## src/rtl/tpm_pkg.sv

```systemverilog
package tpm_pkg;
  typedef enum logic {
    TPM_REPLAY = 1'b0,
    TPM_LOAD   = 1'b1
  } tpm_mode_e;
endpackage

```

## src/rtl/tpm_load_ctrl.sv

```systemverilog
module tpm_load_ctrl #(
  parameter int TOTAL = 4992
) (
  input  logic clk,
  input  logic rst,
  input  logic load_en,
  output logic load_done
);
  localparam int CNT_W = $clog2(TOTAL + 1);

  logic [CNT_W-1:0] cnt;
  logic [CNT_W-1:0] cnt_nxt;
  logic             was_load;
  logic             done_q;

  // A session starts on the first load cycle after replay or reset.
  always_comb begin
    if (!was_load)                 cnt_nxt = CNT_W'(1);
    else if (cnt == CNT_W'(TOTAL)) cnt_nxt = cnt;
    else                           cnt_nxt = cnt + CNT_W'(1);
  end

  always_ff @(posedge clk) begin
    if (rst) begin
      cnt      <= '0;
      was_load <= 1'b0;
      done_q   <= 1'b0;
    end else begin
      was_load <= load_en;
      if (load_en) begin
        cnt    <= cnt_nxt;
        done_q <= (cnt_nxt == CNT_W'(TOTAL));
      end
    end
  end

  assign load_done = done_q;
endmodule

```

## src/rtl/tpm_lane_seq.sv

```systemverilog
module tpm_lane_seq #(
  parameter int LANES = 8,
  localparam int LANE_W = $clog2(LANES)
) (
  input  logic              clk,
  input  logic              rst,
  input  logic              load_en,
  output logic [LANE_W-1:0] phase,
  output logic              frame_end
);
  localparam logic [LANE_W-1:0] LAST = LANE_W'(LANES - 1);

  always_ff @(posedge clk) begin
    if (rst || load_en)      phase <= '0;
    else if (phase == LAST)  phase <= '0;
    else                     phase <= phase + LANE_W'(1);
  end

  assign frame_end = !load_en && (phase == LAST);
endmodule

```

## src/rtl/tpm_shift_store.sv

```systemverilog
module tpm_shift_store
  import tpm_pkg::*;
#(
  parameter int LANES  = 8,
  parameter int CODE_W = 6,
  parameter int DEPTH  = 104,
  localparam int NREG  = LANES * CODE_W
) (
  input  logic            clk,
  input  logic            shift_en,
  input  tpm_mode_e       mode,
  input  logic            load_bit,
  output logic [NREG-1:0] heads
);
  logic [DEPTH-1:0] sreg [NREG];
  logic [NREG-1:0]  feed;

  for (genvar r = 0; r < NREG; r++) begin : g_reg
    if (r == NREG - 1) begin : g_tail
      assign feed[r] = (mode == TPM_LOAD) ? load_bit : sreg[r][0];
    end else begin : g_link
      assign feed[r] = (mode == TPM_LOAD) ? sreg[r+1][0] : sreg[r][0];
    end

    // Every register steps on the common enable, independent of contents.
    always_ff @(posedge clk) begin
      if (shift_en) sreg[r] <= {feed[r], sreg[r][DEPTH-1:1]};
    end

    assign heads[r] = sreg[r][0];
  end
endmodule

```

## src/rtl/tpm_seg_decode.sv

```systemverilog
module tpm_seg_decode #(
  parameter int CODE_W = 6,
  parameter int BIN_W  = 3,
  localparam int UNARY_W = CODE_W - BIN_W,
  localparam int THERM_W = (1 << UNARY_W) - 1
) (
  input  logic [CODE_W-1:0]  code,
  output logic [THERM_W-1:0] therm,
  output logic [BIN_W-1:0]   bin
);
  logic [UNARY_W-1:0] upper;
  assign upper = code[CODE_W-1 -: UNARY_W];
  assign bin   = code[BIN_W-1:0];

  for (genvar j = 0; j < THERM_W; j++) begin : g_cell
    assign therm[j] = (upper > UNARY_W'(j));
  end
endmodule

```

## src/rtl/ilv_pattern_player.sv

```systemverilog
module ilv_pattern_player
  import tpm_pkg::*;
#(
  parameter int LANES  = 8,
  parameter int CODE_W = 6,
  parameter int BIN_W  = 3,
  parameter int DEPTH  = 104,
  localparam int LANE_W  = $clog2(LANES),
  localparam int NREG    = LANES * CODE_W,
  localparam int TOTAL   = NREG * DEPTH,
  localparam int THERM_W = (1 << (CODE_W - BIN_W)) - 1
) (
  input  logic               clk,
  input  logic               rst,
  input  logic               load_en,
  input  logic               load_bit,
  output logic               load_done,
  output logic [LANE_W-1:0]  lane_idx,
  output logic [CODE_W-1:0]  dac_code,
  output logic [THERM_W-1:0] therm_code,
  output logic [BIN_W-1:0]   bin_code
);
  localparam logic [CODE_W-1:0] MID = CODE_W'(1) << (CODE_W - 1);

  tpm_mode_e          mode;
  logic [LANE_W-1:0]  phase;
  logic               frame_end;
  logic               shift_en;
  logic [NREG-1:0]    heads;
  logic [CODE_W-1:0]  lane_code;
  logic [CODE_W-1:0]  code_nxt;
  logic [THERM_W-1:0] therm_nxt;
  logic [BIN_W-1:0]   bin_nxt;

  assign mode     = load_en ? TPM_LOAD : TPM_REPLAY;
  assign shift_en = !rst && (load_en || frame_end);

  tpm_load_ctrl #(.TOTAL(TOTAL)) u_load (
    .clk       (clk),
    .rst       (rst),
    .load_en   (load_en),
    .load_done (load_done)
  );

  tpm_lane_seq #(.LANES(LANES)) u_seq (
    .clk       (clk),
    .rst       (rst),
    .load_en   (load_en),
    .phase     (phase),
    .frame_end (frame_end)
  );

  tpm_shift_store #(.LANES(LANES), .CODE_W(CODE_W), .DEPTH(DEPTH)) u_store (
    .clk      (clk),
    .shift_en (shift_en),
    .mode     (mode),
    .load_bit (load_bit),
    .heads    (heads)
  );

  assign lane_code = heads[phase*CODE_W +: CODE_W];
  assign code_nxt  = (rst || load_en) ? MID : lane_code;

  tpm_seg_decode #(.CODE_W(CODE_W), .BIN_W(BIN_W)) u_dec (
    .code  (code_nxt),
    .therm (therm_nxt),
    .bin   (bin_nxt)
  );

  always_ff @(posedge clk) begin
    dac_code   <= code_nxt;
    therm_code <= therm_nxt;
    bin_code   <= bin_nxt;
    lane_idx   <= (rst || load_en) ? '0 : phase;
  end
endmodule

```

## config.mk

```make
export PLATFORM = sky130hd
export DESIGN_NAME = ilv_pattern_player
export DESIGN_NICKNAME = d
export VERILOG_FILES = /design/src/rtl/tpm_pkg.sv /design/src/rtl/tpm_load_ctrl.sv /design/src/rtl/tpm_lane_seq.sv /design/src/rtl/tpm_shift_store.sv /design/src/rtl/tpm_seg_decode.sv /design/src/rtl/ilv_pattern_player.sv
export SDC_FILE = /design/constraint.sdc
export NUM_CORES = 2
export LEC_CHECK = 0
export BUFFER_PORTS_ARGS = -buffer_cell sky130_fd_sc_hd__buf_2
export CORE_MARGIN = 2
export CORE_UTILIZATION = 50
export CTS_CLUSTER_SIZE = 28
export DETAILED_ROUTE_END_ITERATION = 10
export HOLD_SLACK_MARGIN = 0.02
export PLACE_DENSITY = 0.65
export SYNTH_ARGS = -nofsm -noshare
export SYNTH_HDL_FRONTEND = slang
export SYNTH_MEMORY_MAX_BITS = 65536
export SYNTH_SLANG_ARGS = --single-unit
```

## constraint.sdc

```tcl
create_clock -name clk -period 214.4 [get_ports clk]
set_input_delay 10.72 -clock clk [delete_from_list [all_inputs] [get_ports clk]]
set_output_delay 10.72 -clock clk [all_outputs]
set_load 0.005 [all_outputs]
```

After elaboration in Yosys (flattened, before gate mapping)
Memory sizes are Yosys's and may differ from the RTL's.
Cells that the tools add are included.
W data, S select, Z words.
{"block": "totals", "n_memories": 1, "word_cells": 84, "in_bits": 4, "ramBits": 4992, "reg_bits": 37, "output_inout_bits": 20, "latch_bits": 0, "rom_bits": 0}
{"memory": "u_store.sreg", "words": 48, "width": 104, "read_ports": 48, "rd_clocked_by_memory_dff": 0, "write_ports": 48, "line": "tpm_shift_store.sv:15", "text": "logic [DEPTH-1:0] sreg [NREG];"}
{"block": "op_classes", "eq_ne": 3, "mul": 1, "n_reduce_logical": 7, "order_cmp": 7, "bitwise_logic": 0, "n_shift": 1, "div_mod_pow": 0, "n_addsub": 2, "mux": 54}
{"operator": "$mux W1", "count": 51}
{"operator": "$shiftx A48 B7 Y6", "count": 1}
{"operator": "$eq A13 B13 Y1 const B", "count": 2}
{"operator": "$mux W13", "count": 2}
{"operator": "$add A13 B1 Y13 const B", "count": 1}
{"operator": "$gt A3 B3 Y1 const B", "count": 3}
{"operator": "$gt A3 B1 Y1 const B", "count": 2}
{"operator": "$gt A3 B2 Y1 const B", "count": 2}
{"operator": "$mux W6", "count": 1}
{"operator": "$mul A3 B2 Y5 const B", "count": 1}
{"operator": "$add A3 B1 Y3 const B", "count": 1}
{"operator": "$eq A3 B3 Y1 const B", "count": 1}
{"operator": "$logic_and A1 B1 Y1", "count": 2}
{"operator": "$logic_not A1 Y1", "count": 2}
{"operator": "$logic_or A1 B1 Y1", "count": 2}
{"operator": "$reduce_or A2 Y1", "count": 1}

Logic depth before layout (Yosys ltp)
{"block": "logic_depth", "word_depth": 6, "mapped_depth": 7, "mapped_depth_nobuf": 7}

By module
From an unflattened synthesis, not the netlist that was laid out.
{"block": "unflattened", "hier_cells": 5314, "hier_area_um2": 152971.7}
{"module": "tpm_shift_store", "seq_area_each_um2": 149903.8, "cells_each": 5093, "area_per_inst_um2": 150923.5, "n_inst": 1}
{"module": "tpm_load_ctrl", "seq_area_each_um2": 300.3, "cells_each": 127, "area_per_inst_um2": 1011.0, "n_inst": 1}
{"module": "ilv_pattern_player", "seq_area_each_um2": 380.4, "cells_each": 75, "area_per_inst_um2": 852.1, "n_inst": 1}
{"module": "tpm_lane_seq", "seq_area_each_um2": 60.1, "cells_each": 9, "area_per_inst_um2": 115.1, "n_inst": 1}
{"module": "tpm_seg_decode", "seq_area_each_um2": 0.0, "cells_each": 10, "area_per_inst_um2": 70.1, "n_inst": 1}

Least setup slack after synthesis
Ideal clock, no wire load.
{"block": "synth_path", "path_type": "input to register", "start": "input rst", "end": "memory u_store.sreg[0][0], enable pin", "t_arrival_ns": 217.526, "cell_stages": 3, "setup_ns": 10.514, "n_path_buf": 2, "t_required_ns": 203.886, "setup_slack_ns": -13.640, "cell_sequence": "clkbuf_1 -> clkbuf_1 -> nor2_1"}
{"item": "start: declaration", "line": "ilv_pattern_player.sv:14", "text": "input logic rst,"}
{"item": "end: declaration", "line": "tpm_shift_store.sv:15"}

==> out/results.txt <==
die width = 556 µm
initial core utilization = 50.3%
layout cells sized above 1 = 12.6%
std cell rows = 202
number of nets in the layout = 5777
CORE AREA = 303000 µm²
pwr dens = 11.2 nW/µm²
Post-route DRC = 0
die area = 309000 µm²
clock tree buffer depth = 4
Final Hold Fails = 0
Pre-antenna DRT Iters = 5
top cells by count, synth = edfxtp_1, mux2_2, dfxtp_1
final setup vio count = 0
DRT iter0 DRCs = 5381
Num CTS Buffers = 457
pre-CTS setup slack = 196.72 ns
leak pwr = 55.3 nW
Hold Path Depth = 0
initial antenna violation count = 16
clock sink count = 5026
H-tree depth = 5
critical setup path kind = input port to register
Slew HR = 19.8%
Slew Viols, Final = 0
Sw Pwr = 0.000371 W
Peak VDD IR = 7.71 µV
Yosys cell types = 47
post-synthesis cell area = 152000 µm²
largest cells by area after synthesis = edfxtp_1, dfxtp_1, mux2_2, mux4_1, nor2_1
CTS Hold Buffers Added = 0
EDFF count, synth = 4992
first-pass GRT wire length = 276000 µm
clock slew at reported path FFs = 0.06 ns
ys flop type = edfxtp_1
port bufs = 23
Post-Route WL = 182000 µm
R2R cell count = 10
synthesized area per cell = 29.0 µm²
clk_skew = 0.0667 ns
Final ANT Viol Nets = 0
Gate power share = 1.0%
RSZ-0062 raised after global routing = false
wire length per cell = 17.9 µm
Warnings, synthesis = 0
postcts setup bufs = 0
Yosys top cell by area = edfxtp_1
Arr. time, crit path = 17.06 ns
Final Util = 57.0%
total grt overflow = 0
Synth Instances = 5253
P_int = 0.00156 W
most common cell in the netlist = edfxtp_1
Hold WC Path Type = register to register
Period minus WS final = 16.53 ns
Clk pwr share = 40.5%
gr usage total = 11.4%
Placer Congestion = 0.721
Setup WS post-layout = 197.87 ns
sw frac = 19.2%
area grow syn2layout = 13.3%
CTS tree = done
root buf cell = clkbuf_16
vias per cell = 4.90
Sequential Power Share = 58.5%
via count = 49.8k
final worst-path cycle share = 7.71%
Async SR Flop Fraction = 0%
DIE HEIGHT = 556 µm
Worst setup EP type = register
Req. time, crit path = 214.93 ns
top cell type's share of synthesized area = 98.3%
Worst-Margin Slew = 1.20 ns
startpoint types = input port
Max Cap Viol = 0
register area share after synthesis = 98.8%
run status = completed
worst skew pair latency = 0.97 ns
setup TNS = 0 ns
Fmax = 60.5 MHz
largest net degree at the start of global routing = 216
DP HPWL = 82000 µm
Ports = 24
CTS resizes = 0
Synth Register Bits = 5026
Syn Nets = 5261
CP Max Fanout = 210
vias in the first global route = 47.3k
[final timing paths]
path,slack (ns),startpoint,end
worst max-delay path,197.87,rst,u_store.sreg[2][1007]
worst min-delay path,0.36,u_store.sreg[0][711],u_store.sreg[0][710]
worst max register to register,206.53,u_seq.phase[0],u_store.sreg[2][1007]
worst min register to register,0.36,u_store.sreg[0][711],u_store.sreg[0][710]
[area by class of cell]
type	count	area (µm²)
flip-flops and latches	5026	151000
fillers	20776	130000
clock buffers	569	11900
well taps	3978	4980
clock inverters	287	2910
multi-input cells	193	1700
repair buffers	79	598
inverters	12	45.0
diodes	2	5.00
[layer usage]
| metal | GRT usage, % | wire, µm |
|---|---|---|
| met1 | 19.5 | 96900 |
| met2 | 14.1 | 71300 |
| met3 | 2.61 | 9090 |
| met4 | 3.70 | 4690 |
| met5 | 0 | 0 |
[critical path, stage by stage]
cell	delay [ns]
buf_2	0.24
nor2_4	0.90
buf_12	0.72
buf_4	0.79
buf_4	0.79
buf_4	0.77
buf_4	0.88
buf_4	0.89
[cells in the final DEF (no fill, tap or decap), types with 3 or more instances in the layout]
cell        Yosys  final
clkbuf_8        0      6
clkbuf_16       0    457
mux2_2         49     49
a22oi_1         3      3
ha_1            4      4
edfxtp_1     4992   4992
buf_12          1      5
inv_1          12     12
a21oi_1         9      9
buf_4           4     51
a211o_1         4      4
nand4_1         3      3
or2_2           3      3
clkinv_16       0     20
o21ai_0        11     11
nand2_1        21     21
nor2b_1         4      4
clkinvlp_4      0     16
inv_16          0      6
clkinv_2        0     77
clkinv_1        0    117
mux2i_1         6      6
nor3_1          9      9
buf_2           5     23
and2_1          5      5
mux4_1         10     10
nor2_1         22     20
bufinv_16       0     37
dfxtp_1        34     34
clkinv_4        0     10
nor4_1          4      4
clkbuf_1        4    106
inv_6           0      3
[state kept, by name, summed over array words and instances, names as in the netlist]
name,count
u_store.sreg,4992
u_load.cnt,13
therm_code,7
dac_code,4
lane_idx,3
u_seq.phase,3
bin_code,2
u_load.load_done,1
u_load.was_load,1
[power by group through the flow]
stage,sequential (W),clock [W],combinational [W]
2_1_floorplan,0.00134,0,0.0000145
6_report,0.00113,0.000784,0.0000197
3_3_place_gp,0.00115,0,0.0000198
5_1_grt,0.00114,0.000851,0.0000223
3_5_place_dp,0.00115,0,0.0000207
4_1_cts,0.00113,0.000812,0.0000204
[logic make-up after synthesis]
kind of cell	count (synthesis)	share of synthesized area, %
compound gates	37	0.168
simple gates	84	0.292
flops	5026	98.8
buf+inv	34	0.114
mux	68	0.613
fa+ha+maj	4	0.0328
[through the flow]
stage,cell area (µm²),hold WS (ns),instances,total power (W)
6_report,173000,0.363,10146,0.00194
5_1_grt,173000,0.350,10146,0.00201
4_1_cts,173000,0.349,10144,0.00197
3_5_place_dp,158000,0.405,9288,0.00117
3_3_place_gp,158000,0.400,9288,0.00117
2_1_floorplan,152000,0.400,5253,0.00136
Note: power is estimated with default switching activity, not from simulation.
